==> src/rtl/chan_status_pkg.sv <==
package chan_status_pkg;
  parameter int DATA_W = 32;
  parameter int ADDR_W = 8;
  parameter logic [ADDR_W-1:0] REG_OFS = 8'h10;

  // bit positions are given with bit 0 as the MSB; convert to LSB indices
  localparam int MSB_OVR  = 0;
  localparam int MSB_OVFL = 16;
  localparam int MSB_PIN  = 29;
  localparam int MSB_POUT = 30;
  localparam int MSB_FLAG = 31;
  localparam int BIT_OVR  = DATA_W - 1 - MSB_OVR;
  localparam int BIT_OVFL = DATA_W - 1 - MSB_OVFL;
  localparam int BIT_PIN  = DATA_W - 1 - MSB_PIN;
  localparam int BIT_POUT = DATA_W - 1 - MSB_POUT;
  localparam int BIT_FLAG = DATA_W - 1 - MSB_FLAG;

  typedef struct packed {
    logic setFlag;
    logic clrFlag;
    logic setOvr;
    logic clrOvr;
    logic setOvfl;
    logic clrOvfl;
  } stsStrobe_t;
endpackage

==> src/rtl/chan_status_ctrl.sv <==
module chan_status_ctrl
  import chan_status_pkg::*;
(
  input  logic              busSel,
  input  logic              busWr,
  input  logic [ADDR_W-1:0] busAddr,
  input  logic [DATA_W-1:0] busWdata,
  input  logic              evtCapture,
  input  logic              evtMatch,
  input  logic              cntOverflow,
  input  logic              dmaEn,
  input  logic              dmaAck,
  input  logic              flagNow,
  output logic              rdHit,
  output stsStrobe_t        strobe
);
  logic addrHit;
  logic wrHit;
  logic anyEvt;
  logic swFlagClr;
  logic hwFlagClr;

  always_comb begin
    addrHit   = busSel && (busAddr == REG_OFS);
    wrHit     = addrHit && busWr;
    rdHit     = addrHit && !busWr;
    anyEvt    = evtCapture || evtMatch;
    // software clear of the flag only counts outside DMA mode
    swFlagClr = wrHit && busWdata[BIT_FLAG] && !dmaEn;
    hwFlagClr = dmaEn && dmaAck;

    strobe.setFlag = anyEvt;
    strobe.clrFlag = swFlagClr || hwFlagClr;
    strobe.setOvr  = anyEvt && flagNow;
    strobe.clrOvr  = (wrHit && busWdata[BIT_OVR]) || swFlagClr || hwFlagClr;
    strobe.setOvfl = cntOverflow;
    strobe.clrOvfl = wrHit && busWdata[BIT_OVFL];
  end
endmodule

==> src/rtl/chan_status_dp.sv <==
module chan_status_dp
  import chan_status_pkg::*;
(
  input  logic              clk,
  input  logic              rstN,
  input  stsStrobe_t        strobe,
  input  logic              rdHit,
  input  logic              pinIn,
  input  logic              pinOut,
  input  logic              dmaEn,
  output logic              flagQ,
  output logic              ovrQ,
  output logic              ovflQ,
  output logic [DATA_W-1:0] busRdata,
  output logic              irqReq,
  output logic              dmaReq
);
  logic [DATA_W-1:0] statusWord;

  // set has priority over clear on every latched bit
  always_ff @(posedge clk or negedge rstN) begin
    if (!rstN) begin
      flagQ <= 1'b0;
      ovrQ  <= 1'b0;
      ovflQ <= 1'b0;
    end else begin
      if (strobe.setFlag)      flagQ <= 1'b1;
      else if (strobe.clrFlag) flagQ <= 1'b0;
      if (strobe.setOvr)       ovrQ  <= 1'b1;
      else if (strobe.clrOvr)  ovrQ  <= 1'b0;
      if (strobe.setOvfl)      ovflQ <= 1'b1;
      else if (strobe.clrOvfl) ovflQ <= 1'b0;
    end
  end

  always_comb begin
    statusWord           = '0;
    statusWord[BIT_OVR]  = ovrQ;
    statusWord[BIT_OVFL] = ovflQ;
    statusWord[BIT_PIN]  = pinIn;
    statusWord[BIT_POUT] = pinOut;
    statusWord[BIT_FLAG] = flagQ;
    busRdata = rdHit ? statusWord : '0;
    irqReq   = flagQ && !dmaEn;
    dmaReq   = flagQ && dmaEn;
  end
endmodule

==> src/rtl/chan_status_reg.sv <==
module chan_status_reg
  import chan_status_pkg::*;
(
  input  logic        clk,
  input  logic        rstN,
  input  logic        busSel,
  input  logic        busWr,
  input  logic [7:0]  busAddr,
  input  logic [31:0] busWdata,
  output logic [31:0] busRdata,
  input  logic        evtCapture,
  input  logic        evtMatch,
  input  logic        cntOverflow,
  input  logic        pinIn,
  input  logic        pinOut,
  input  logic        dmaEn,
  input  logic        dmaAck,
  output logic        irqReq,
  output logic        dmaReq
);
  stsStrobe_t strobe;
  logic       rdHit;
  logic       flagQ;
  logic       ovrQ;
  logic       ovflQ;

  chan_status_ctrl u_ctrl (
    .busSel(busSel), .busWr(busWr), .busAddr(busAddr), .busWdata(busWdata),
    .evtCapture(evtCapture), .evtMatch(evtMatch), .cntOverflow(cntOverflow),
    .dmaEn(dmaEn), .dmaAck(dmaAck), .flagNow(flagQ),
    .rdHit(rdHit), .strobe(strobe)
  );

  chan_status_dp u_dp (
    .clk(clk), .rstN(rstN), .strobe(strobe), .rdHit(rdHit),
    .pinIn(pinIn), .pinOut(pinOut), .dmaEn(dmaEn),
    .flagQ(flagQ), .ovrQ(ovrQ), .ovflQ(ovflQ),
    .busRdata(busRdata), .irqReq(irqReq), .dmaReq(dmaReq)
  );
endmodule

==> config.mk <==
export PLATFORM = sky130hd
export DESIGN_NAME = chan_status_reg
export DESIGN_NICKNAME = d
export VERILOG_FILES = /design/src/rtl/chan_status_pkg.sv /design/src/rtl/chan_status_ctrl.sv /design/src/rtl/chan_status_dp.sv /design/src/rtl/chan_status_reg.sv
export SDC_FILE = /design/constraint.sdc
export NUM_CORES = 1
export LEC_CHECK = 0
export ABC_AREA = 1
export BUFFER_PORTS_ARGS = -buffer_cell sky130_fd_sc_hd__buf_2
export CORE_ASPECT_RATIO = 1.1
export CORE_MARGIN = 2
export CORE_UTILIZATION = 27
export CTS_CLUSTER_DIAMETER = 50
export CTS_CLUSTER_SIZE = 25
export DETAILED_ROUTE_END_ITERATION = 8
export GPL_TIMING_DRIVEN = 0
export HOLD_SLACK_MARGIN = 0.02
export PLACE_DENSITY = 0.9
export SETUP_SLACK_MARGIN = 0.1
export SLEW_MARGIN = 25
export SYNTH_ARGS = -nofsm -noshare
export SYNTH_HDL_FRONTEND = slang
export SYNTH_SLANG_ARGS = --single-unit
==> constraint.sdc <==
create_clock -name clk -period 1.05 [get_ports clk]
set_clock_uncertainty 0.1 [all_clocks]
set_input_delay 0.105 -clock clk [delete_from_list [all_inputs] [get_ports clk]]
set_output_delay 0.105 -clock clk [all_outputs]
set_load 0.005 [all_outputs]
**After elaboration in Yosys (flattened, before gate mapping)**

Index checks and enable logic that the tools add are counted.

- Eq/ne operators: 1
- Multiplexer cells: 7
- Reductions and logical operators: 20

Operator list:

| operator | count |
|---|---|
| two-way mux 32 bit | 1 |
| logical AND 1 bit | 11 |
| == test 8 x 5 -> 1 bit, second input constant | 1 |
| two-way mux 1 bit | 6 |
| nonzero test 2 bit | 3 |
| logical OR 1 bit | 4 |
| zero test 1 bit | 2 |

- Bits in registers: 3
- Input port bits: 51
- Output and inout port bits: 34
- Word-level logic and storage cells: 31

**Depth between registers and ports, before layout**

Gate-level depths: netlist of the first run.

- Depth after elaboration: 9
- Depth in mapped cells: 7
- Depth with buffers taken out: 7

**By module**

From an unflattened synthesis of the first run, not the netlist that was laid out.

- Cells, all modules: 78
- Area, all modules: 519.2 µm²

By module, submodules not included:

| module | times used | cells an instance | area an instance (µm²) | sequential area each (µm²) |
|---|---|---|---|---|
| chan_status_dp | 1 | 57 | 381.6 | 75.1 |
| chan_status_ctrl | 1 | 21 | 137.6 | 0.0 |

**Least setup slack after synthesis of the first run**

OpenSTA, ideal clock, no wires.

- Path type: input-to-output
- Start: input port busAddr[7]
- End: output port busRdata[0]
- Data arrival time: 0.628 ns
- Data required time: 0.845 ns
- Setup slack: 0.217 ns
- Stages: 5
- Buffers on the path: 0
- Path through: nor2_1 -> nand2_2 -> nor2_4 -> nand3b_4 -> nor2_1

- Longest elaborated chain between the ends: 4

RTL lines:

| what | line | RTL |
|---|---|---|
| start, declared | chan_status_reg.sv:8 | `input logic [7:0] busAddr,` |
| == test 8 x 5 -> 1 bit | chan_status_ctrl.sv:24 | `addrHit = busSel && (busAddr == REG_OFS);` |
| logical AND 1 bit | chan_status_ctrl.sv:24 |  |
| logical AND 1 bit | chan_status_ctrl.sv:26 | `rdHit = addrHit && !busWr;` |
| two-way mux 32 bit | chan_status_dp.sv:43 | `busRdata = rdHit ? statusWord : '0;` |
| end, declared | chan_status_reg.sv:10 | `output logic [31:0] busRdata,` |

No other way between the ends.

**Worst setup path after layout of the first run**

- Start: input port busAddr[3]
- End: output port busRdata[31]

Same word-level chain as after synthesis.

==> results.txt, run 1 <==
Final setup TNS -> -0.08386 ns
Cell count after synthesis -> 72
Achievable Freq -> 0.9273 GHz
Clk Latency, worst-skew pair -> 0.23 ns
Most common cell after layout, fill and taps aside -> buf_4
Synth Warn # -> 0
Via count -> 531
Ant diodes -> 0
Die height -> 49.10 um
H-tree lvl count -> 1
Synthesis-to-layout area growth -> 76.44%
CP Class -> input port to primary output
Critical Path, Cell by Cell -> buf_6, nor2_4, nand2_2, nor2_4, nand3b_4, nor2_2, buf_2
Max Slew Vio Count -> 0
Crit path max-delay cell type -> nor2_4
RePlAce Congestion -> 0.7373
DRC Markers -> 0
Depth of the most critical reg-to-reg path -> 3
Pin count of the biggest net entering global routing -> 6
Dpl ws -> -0.04627 ns
Reg2reg setup slack -> 0.19 ns
Antenna violations before repair -> 0
Area taken by multi-input logic gates -> 292.8 um2
CTS tree -> done
Detail Route Antenna Nets -> 0
CP Data Arrival Time -> 0.87 ns
Power Dens Cells -> 622.8 nW/um2
Drt first pass iters -> 1
Max cap viols -> 0
PortBufs -> 28
Root Buffer -> clkbuf_4
Clock power frac -> 0.369
Cell row count -> 16
Failing checks -> setup timing
Net Sw Power -> 150.8 uW
Logic pwr share -> 0.410
R2r endpoint -> u_dp.ovrQ$_DFFE_PN0P_
Routed vias/inst -> 3.448
Starting DRT DRC Count -> 0
Post-route minimum period -> 1.078 ns
Final worst slack -> -0.02835 ns
Sequential standard cell area -> 75.07 um2
Core outline area -> 1762 um2
Register area share after synthesis -> 0.1504
Initial Util -> 0.2834
Final Cycle Share -> 1.027
Critical Path Sink Type -> primary output
CTS clk-pin slew, worst paths -> 0.04 ns
Peak fanout along the critical path -> 5
Fin nets -> 188
Final wirelength -> 1085 um
Placed cell areas -> 759.5 um2
CTS Buf Count -> 3
Fin area -> 880.8 um2
Distinct cell type count after synthesis -> 16
Sw Share -> 0.2749
Vias in the first global route -> 410
Finish-stage setup viols -> 6
Clk buf depth -> 2
Die width -> 45 um
CP startpoint kind -> input port
Final Hold Fails -> 0
Overflow after GRT -> 0
I/O pins -> 85
Required time at the worst-slack endpoint -> 0.84 ns
Worst r2r src -> u_dp.flagQ$_DFFE_PN0P_
Worst hold path class -> input port to flop
Highest-count cells in the layout ignoring fill and taps -> 29 x buf_4, 27 x conb_1, 24 x buf_2, 8 x nor2_1, 8 x nand2_1
Overall Global Routing Usage -> 0.09694
DP HPWL -> 904.6 um
Mean cell area of the mapped netlist -> 6.934 um2
RSZ-0062 raised after global routing -> yes
Mapped Area -> 499.2 um2
Hold Path Depth -> 4
Total power -> 548.6 uW
Hold Crit Endpoint -> u_dp.ovflQ$_DFFE_PN0P_
Drt wl/cell -> 7.045 um
Fill cells -> 184
Placed instance count -> 144
Internal -> 397.8 uW
Clock sinks -> 3
Final cell count without fillers -> 154
First-pass GRT wire length -> 1573 um
Layout cells sized above 1 -> 0.5368
CP max stage delay -> 0.16 ns
Crit path top cell by count -> nor2_4
VDD IR max -> 0.3078 mV
Leakage -> 0.6039 nW
Status -> finished with violations
HP Start -> busWdata[15]
Die area -> 2210 um2
Yosys reg bits -> 3
Flop pwr share -> 0.221
-- power groups by stage --
| stage | combinational (mW) | sequential (mW) | clock [mW] |
|---|---|---|---|
| floorplan | 0.133 | 0.122 | 0 |
| global placement | 0.187 | 0.122 | 0 |
| detailed placement | 0.190 | 0.122 | 0 |
| CTS | 0.219 | 0.121 | 0.212 |
| global route | 0.251 | 0.121 | 0.225 |
| finish | 0.225 | 0.121 | 0.202 |
-- metrics by stage --
step	utilization	hold slack, ns
2_1_floorplan	-	-0.2906
3_3_place_gp	0.4311	-0.1997
3_5_place_dp	0.4311	-0.1942
4_1_cts	0.4950	0.08808
5_1_grt	0.5000	0.1166
6_report	0.5000	0.08683
-- critical path, delay by kind of cell --
kind | cells | cell delay (ns)
and+or+nand+nor | 5 | 0.54
buffers and inverters | 2 | 0.22
-- final cells by class --
class / count / share of cell area
buffer: 27 / 0.2301
clock buffer: 4 / 0.02983
inverter: 11 / 0.04687
multi-input combinational: 57 / 0.3324
sequential: 3 / 0.08523
tap: 18 / 0.02557
timing repair buffer: 34 / 0.2500
-- synth_stat cells --
master	count	area share
buf_4	27	0.41
conb_1	1	0.0075
dfrtp_1	3	0.15
inv_1	10	0.075
inv_2	1	0.0075
nand2_1	8	0.060
nand2_2	1	0.013
nand2_4	1	0.023
nand3b_4	1	0.040
nand4_1	3	0.038
nor2_1	10	0.075
nor2_2	2	0.025
nor2_4	1	0.023
nor3_4	1	0.033
o21ai_0	1	0.010
o21bai_1	1	0.015
-- flip-flops by register name, indices dropped and copies added, names as in the netlist --
name	flops
u_dp.flagQ	1
u_dp.ovflQ	1
u_dp.ovrQ	1
-- worst max-delay path by stage --
stage                         to  cells after the start              startpoint
floorplan            busRdata[0]                      5              busAddr[7]
global placement    busRdata[31]                      7              busAddr[7]
detailed placement  busRdata[31]                      7              busAddr[7]
CTS                  busRdata[0]                      3  u_dp.flagQ$_DFFE_PN0P_
global route        busRdata[31]                      7              busAddr[3]
finish              busRdata[31]                      7              busAddr[3]
-- routing by layer --
layer	track usage	wire, um	up-vias
li1	-	-	287
met1	0.08804	323	204
met2	0.1810	533	38
met3	0.02222	209	2
met4	0.05882	19	0
met5	0	0	-
-- kinds of logic after synthesis --
kind of cell / Yosys count / share of synthesized area
AO/OA/AOI/OAI: 2 / 0.02506
flip-flops: 3 / 0.1504
buffers and inverters: 38 / 0.4887
other: 1 / 0.007512
AND/OR/NAND/NOR: 28 / 0.3283
-- what timing repair did --
item / CTS / global route
hold buffers: 4 / 1
endpoints found under the hold margin: 6 / 1
pin swaps: 3 / 4
gates cloned: 0 / 0
setup endpoints to repair: 7 / 8
setup buffers: 2 / 0
gates resized for setup: 9 / 3
(Power assumes the default switching activity.)
==> run 2: changes to the inputs <==
--- a/config.mk
+++ b/config.mk
@@ -21,3 +21,4 @@
 export SYNTH_ARGS = -nofsm -noshare
 export SYNTH_HDL_FRONTEND = slang
 export SYNTH_SLANG_ARGS = --single-unit
+export TNS_END_PERCENT = 5
==> run 2 against run 1 <==
Compared with the run above: the run still ends with setup timing left; final cell count decreased by 0.65%; worst setup slack got worse by 0.0087 ns; global-route usage decreased by 0.51 points; critical path depth unchanged; critical path type unchanged; sequential share of layout area increased by 0.15 points; die area unchanged; via count increased by 0.19%; combinational power decreased by 2%.
==> results.txt, run 2 (synthesized netlist as in run 1, its figures left out) <==
Finish-stage setup viols -> 3 (was 6)
VDD IR max -> 0.3209 mV (was 0.3078 mV)
Final Hold Fails -> 0 (unchanged)
Hold WS -> 0.08697 ns (was 0.08683 ns)
HP Start -> busWdata[15] (unchanged)
Hold Crit Endpoint -> u_dp.ovflQ$_DFFE_PN0P_ (unchanged)
RSZ-0062 raised after global routing -> yes (unchanged)
Clock sinks -> 3 (unchanged)
CP Class -> input port to primary output (unchanged)
Depth of the most critical reg-to-reg path -> 4 (was 3)
Drt first pass iters -> 1 (unchanged)
DP HPWL -> 904.6 um (unchanged)
Biggest regs -> u_dp.flagQ: 1 flops, u_dp.ovflQ: 1 flops, u_dp.ovrQ: 1 flops (unchanged)
CTS Buf Count -> 3 (unchanged)
Ant diodes -> 0 (unchanged)
Required time at the worst-slack endpoint -> 0.84 ns (about the same)
Cell row count -> 16 (unchanged)
Max Slew Vio Count -> 0 (unchanged)
Final cell count without fillers -> 153 (was 154)
Max cap viols -> 0 (unchanged)
H-tree lvl count -> 1 (unchanged)
Status -> finished with violations (unchanged)
I/O pins -> 85 (unchanged)
Starting DRT DRC Count -> 0 (unchanged)
Placed cell areas -> 759.5 um2 (unchanged)
Routed vias/inst -> 3.477 (was 3.448)
Via count -> 532 (was 531)
Internal -> 395.2 uW (was 397.8 uW)
Clk Latency, worst-skew pair -> 0.23 ns (about the same)
Root Buffer -> clkbuf_4 (unchanged)
Failing checks -> setup timing (unchanged)
Overflow after GRT -> 0 (unchanged)
Highest-count cells in the layout ignoring fill and taps -> 28 x buf_4, 27 x conb_1, 24 x buf_2, 9 x nor2_1, 8 x nand2_1 (was 29 x buf_4, 27 x conb_1, 24 x buf_2, 8 x nor2_1, 8 x nand2_1)
Critical Path Sink Type -> primary output (unchanged)
Achievable Freq -> 0.9199 GHz (was 0.9273 GHz)
Peak fanout along the critical path -> 5 (unchanged)
Drt wl/cell -> 7.216 um (was 7.045 um)
First-pass GRT wire length -> 1490 um (was 1573 um)
Final setup TNS -> -0.06745 ns (was -0.08386 ns)
Power Dens Cells -> 628.7 nW/um2 (was 622.8 nW/um2)
CTS tree -> done (unchanged)
Die width -> 45 um (unchanged)
Vias in the first global route -> 400 (was 410)
Hold Path Depth -> 4 (unchanged)
PortBufs -> 28 (unchanged)
R2r endpoint -> u_dp.flagQ$_DFFE_PN0P_ (was u_dp.ovrQ$_DFFE_PN0P_)
Initial Util -> 0.2834 (unchanged)
Clk buf depth -> 2 (unchanged)
Reg2reg setup slack -> 0.22 ns (was 0.19 ns)
Net Sw Power -> 149.1 uW (was 150.8 uW)
Worst r2r src -> u_dp.flagQ$_DFFE_PN0P_ (unchanged)
Flop pwr share -> 0.222 (was 0.221)
Leakage -> 0.6005 nW (was 0.6039 nW)
Logic pwr share -> 0.405 (was 0.410)
Final Cycle Share -> 1.035 (was 1.027)
CP startpoint kind -> input port (unchanged)
Final wirelength -> 1104 um (was 1085 um)
CP Data Arrival Time -> 0.88 ns (was 0.87 ns)
CTS clk-pin slew, worst paths -> 0.04 ns (about the same)
Final worst slack -> -0.03707 ns (was -0.02835 ns)
Pin count of the biggest net entering global routing -> 6 (unchanged)
Sw Share -> 0.2740 (was 0.2749)
Worst hold path class -> input port to flop (unchanged)
Die area -> 2210 um2 (unchanged)
Area taken by multi-input logic gates -> 285.3 um2 (was 292.8 um2)
Detail Route Antenna Nets -> 0 (unchanged)
Core outline area -> 1762 um2 (unchanged)
Most common cell after layout, fill and taps aside -> buf_4 (unchanged)
DRC Markers -> 0 (unchanged)
RePlAce Congestion -> 0.7373 (unchanged)
Die height -> 49.10 um (unchanged)
Layout cells sized above 1 -> 0.5259 (was 0.5368)
Placed instance count -> 144 (unchanged)
Fin area -> 865.8 um2 (was 880.8 um2)
Sequential standard cell area -> 75.07 um2 (unchanged)
Post-route minimum period -> 1.087 ns (was 1.078 ns)
Fill cells -> 182 (was 184)
Overall Global Routing Usage -> 0.09184 (was 0.09694)
Fin nets -> 187 (was 188)
Antenna violations before repair -> 0 (unchanged)
Synthesis-to-layout area growth -> 73.43% (was 76.44%)
Clock power frac -> 0.373 (was 0.369)
==> run 2: layer usage <==
metal,up-vias,track usage,part of all wire
li1,287,-,-
met1,205,0.07675,0.27
met5,-,0,0
met2,38,0.1786,0.52
met3,2,0.01852,0.18
met4,0,0.05882,0.017
==> run 2: worst max path at each step <==
| stage | from | depth (start not counted) | slack (ns) | to |
|---|---|---|---|---|
| detailed placement | busAddr[7] | 7 | -0.05 | busRdata[31] |
| finish | busAddr[7] | 7 | -0.04 | busRdata[31] |
| global placement | busAddr[7] | 7 | -0.02 | busRdata[31] |
| floorplan | busAddr[7] | 5 | 0.22 | busRdata[0] |
| CTS | u_dp.flagQ$_DFFE_PN0P_ | 3 | -0.03 | busRdata[0] |
| global route | busAddr[7] | 7 | -0.10 | busRdata[31] |
==> run 2: through the flow <==
stage                     total power [mW]  utilization  worst slack [ns]
after floorplan                     0.2546            -            0.2173
after global placement              0.3092       0.4311          -0.02016
after detailed placement            0.3122       0.4311          -0.04627
after CTS                           0.5445       0.4837          -0.03387
after global routing                0.5917       0.4915           -0.1039
final                               0.5444       0.4915          -0.03707
==> run 2: final cells by class <==
class                   instances  area share
well taps                      18     0.02601
flip-flops and latches          3     0.08671
inverters                      11     0.04769
repair buffers                 33      0.2457
multi-input cells              57      0.3295
plain buffers                  27      0.2341
clock buffers                   4     0.03035
==> run 2: what timing repair did <==
| action | in CTS | in global routing |
|---|---|---|
| hold endpoints to repair | 6 | 0 |
| resized for setup | 6 | 3 |
| pin swaps | 2 | 1 |
| setup endpoints to repair | 7 | 8 |
| buffers inserted | 0 | 1 |
| hold buffers | 4 | 0 |
==> run 2: power groups by stage <==
stage          Combinational (mW)  Sequential [mW]  Clock (mW)
6_report                    0.220            0.121       0.203
3_5_place_dp                0.190            0.122           0
2_1_floorplan               0.133            0.122           0
3_3_place_gp                0.187            0.122           0
5_1_grt                     0.246            0.121       0.225
4_1_cts                     0.211            0.121       0.212
==> run 2: critical path: stages <==
cell and delay [ns]:
buf_6 0.10, nor2_4 0.09, nand2_2 0.07, nor2_4 0.14, nand3b_4 0.12, nor2_1 0.13
buf_2 0.14
==> run 3: changes to the inputs <==
--- a/config.mk
+++ b/config.mk
@@ -15,7 +15,7 @@
 export DETAILED_ROUTE_END_ITERATION = 8
 export GPL_TIMING_DRIVEN = 0
 export HOLD_SLACK_MARGIN = 0.02
-export PLACE_DENSITY = 0.9
+export PLACE_DENSITY = 0.83
 export SETUP_SLACK_MARGIN = 0.1
 export SLEW_MARGIN = 25
 export SYNTH_ARGS = -nofsm -noshare
==> run 3 against run 2 <==
Compared with the run above: the flow still finishes with violations (setup timing); total power hardly changed; global-route usage is 0.81 points higher; worst hold slack worse by 0.0027 ns; sequential cell count stayed put; non-clock buffer count is 1 higher; final cell count is 0.65% higher; die area stayed put; routed wire length is 1.4% higher; sequential share of layout area stayed put; clock power hardly changed; largest cell class unchanged; highest routed layer unchanged.
==> results.txt, run 3 (synthesized netlist as in run 1, its figures left out) <==
Final Cycle Share -> 1.009 (was 1.035)
Finish-stage setup viols -> 2 (was 3)
Initial Util -> 0.2834 (unchanged)
Highest-count cells in the layout ignoring fill and taps -> 29 x buf_4, 27 x conb_1, 26 x buf_2, 8 x inv_1, 8 x nand2_1 (was 28 x buf_4, 27 x conb_1, 24 x buf_2, 9 x nor2_1, 8 x nand2_1)
CTS clk-pin slew, worst paths -> 0.04 ns (about the same)
HP Start -> busWdata[15] (unchanged)
RSZ-0062 raised after global routing -> yes (unchanged)
CP Data Arrival Time -> 0.85 ns (was 0.88 ns)
DRC Markers -> 0 (unchanged)
Total power -> 543.9 uW (was 544.4 uW)
I/O pins -> 85 (unchanged)
RePlAce Congestion -> 0.7230 (was 0.7373)
Worst r2r src -> u_dp.flagQ$_DFFE_PN0P_ (unchanged)
Reg2reg setup slack -> 0.23 ns (was 0.22 ns)
PortBufs -> 28 (unchanged)
Die area -> 2210 um2 (unchanged)
Overall Global Routing Usage -> 0.09993 (was 0.09184)
Depth of the most critical reg-to-reg path -> 4 (unchanged)
R2r endpoint -> u_dp.flagQ$_DFFE_PN0P_ (unchanged)
Required time at the worst-slack endpoint -> 0.84 ns (about the same)
Final worst slack -> -0.009648 ns (was -0.03707 ns)
Pin count of the biggest net entering global routing -> 6 (unchanged)
Die height -> 49.10 um (unchanged)
Max cap viols -> 0 (unchanged)
Core outline area -> 1762 um2 (unchanged)
Detail Route Antenna Nets -> 0 (unchanged)
Achievable Freq -> 0.9437 GHz (was 0.9199 GHz)
Final wirelength -> 1120 um (was 1104 um)
Failing checks -> setup timing (unchanged)
Die width -> 45 um (unchanged)
DP HPWL -> 1020 um (was 904.6 um)
Flop pwr share -> 0.222 (about the same)
Overflow after GRT -> 0 (unchanged)
Final cell count without fillers -> 154 (was 153)
Antenna violations before repair -> 0 (unchanged)
Hold Path Depth -> 4 (unchanged)
First-pass GRT wire length -> 1614 um (was 1490 um)
Via count -> 533 (was 532)
Post-route minimum period -> 1.060 ns (was 1.087 ns)
Biggest regs -> u_dp.flagQ: 1 flops, u_dp.ovflQ: 1 flops, u_dp.ovrQ: 1 flops (unchanged)
Fin area -> 865.8 um2 (unchanged)
Drt first pass iters -> 3 (was 1)
VDD IR max -> 0.3222 mV (was 0.3209 mV)
CP Class -> flop to primary output (was input port to primary output)
Hold Crit Endpoint -> u_dp.ovflQ$_DFFE_PN0P_ (unchanged)
Root Buffer -> clkbuf_4 (unchanged)
Synthesis-to-layout area growth -> 73.43% (unchanged)
Clk Latency, worst-skew pair -> 0.24 ns (was 0.23 ns)
CP startpoint kind -> flop (was input port)
Worst hold path class -> input port to flop (unchanged)
Placed instance count -> 144 (unchanged)
Clock power frac -> 0.379 (was 0.373)
Vias in the first global route -> 458 (was 400)
Net Sw Power -> 152.7 uW (was 149.1 uW)
CTS Buf Count -> 3 (unchanged)
Logic pwr share -> 0.398 (was 0.405)
Most common cell after layout, fill and taps aside -> buf_4 (unchanged)
Drt wl/cell -> 7.273 um (was 7.216 um)
Hold WS -> 0.08431 ns (was 0.08697 ns)
Peak fanout along the critical path -> 3 (was 5)
Starting DRT DRC Count -> 1 (was 0)
Internal -> 391.2 uW (was 395.2 uW)
Max Slew Vio Count -> 0 (unchanged)
Placed cell areas -> 759.5 um2 (unchanged)
Clk buf depth -> 2 (unchanged)
Leakage -> 0.6019 nW (was 0.6005 nW)
Routed vias/inst -> 3.461 (was 3.477)
Sw Share -> 0.2808 (was 0.2740)
H-tree lvl count -> 1 (unchanged)
Clock sinks -> 3 (unchanged)
Ant diodes -> 0 (unchanged)
CTS tree -> done (unchanged)
Status -> finished with violations (unchanged)
Power Dens Cells -> 628.2 nW/um2 (was 628.7 nW/um2)
Final Hold Fails -> 0 (unchanged)
Cell row count -> 16 (unchanged)
Critical Path Sink Type -> primary output (unchanged)
Layout cells sized above 1 -> 0.5368 (was 0.5259)
Fin nets -> 188 (was 187)
==> run 3: power by group through the flow <==
stage	combinational, mW	sequential [mW]	clock [mW]
2_1_floorplan	0.133	0.122	0
3_3_place_gp	0.186	0.122	0
3_5_place_dp	0.190	0.122	0
4_1_cts	0.213	0.121	0.215
5_1_grt	0.241	0.121	0.220
6_report	0.217	0.121	0.206
==> run 3: timing repair <==
action                                  in CTS  in global routing
hold buffers                                 4                  0
resized for setup                            8                  0
setup buffers                                2                  0
pin swaps                                    7                  3
hold endpoints to repair                     6                  0
endpoints found under the setup margin       7                  8
==> run 3: cell type report <==
cell class	instances	area, um2
fillers	199	895.9
multi-input cells	57	290.3
repair buffers	34	207.7
plain buffers	27	202.7
flip-flops and latches	3	75.07
inverters	11	41.29
clock buffers	4	26.28
well taps	18	22.52
==> run 3: worst max path at each step <==
| stage | from | endpoint | slack, ns | depth (start not counted) |
|---|---|---|---|---|
| 2_1_floorplan | busAddr[7] | busRdata[0] | 0.22 | 5 |
| 3_3_place_gp | busAddr[7] | busRdata[31] | -0.02 | 7 |
| 3_5_place_dp | busAddr[7] | busRdata[31] | -0.07 | 7 |
| 4_1_cts | u_dp.flagQ$_DFFE_PN0P_ | busRdata[0] | -0.02 | 3 |
| 5_1_grt | u_dp.flagQ$_DFFE_PN0P_ | irqReq | -0.06 | 3 |
| 6_report | u_dp.flagQ$_DFFE_PN0P_ | busRdata[0] | -0.01 | 3 |
==> run 3: through the flow <==
stage,utilization,setup TNS (ns),setup slack (ns)
after floorplan,-,0,0.2173
after global placement,0.4311,-0.05069,-0.02411
after detailed placement,0.4311,-0.2075,-0.07034
after CTS,0.4915,-0.06093,-0.02282
after global routing,0.4915,-0.2438,-0.05901
final,0.4915,-0.01833,-0.009648
==> run 3: worst max-delay path, stage by stage, from the launching register on <==
cell and delay [ns]:
dfrtp_1 0.39, inv_2 0.07, nor2_1 0.03, buf_2 0.12
==> run 3: layer usage <==
| layer | up-vias | GRT usage | part of all wire |
|---|---|---|---|
| li1 | 288 | - | - |
| met1 | 206 | 0.06787 | 0.29 |
| met2 | 37 | 0.1976 | 0.53 |
| met3 | 2 | 0.03333 | 0.17 |
| met4 | 0 | 0.07353 | 0.016 |
| met5 | - | 0 | 0 |
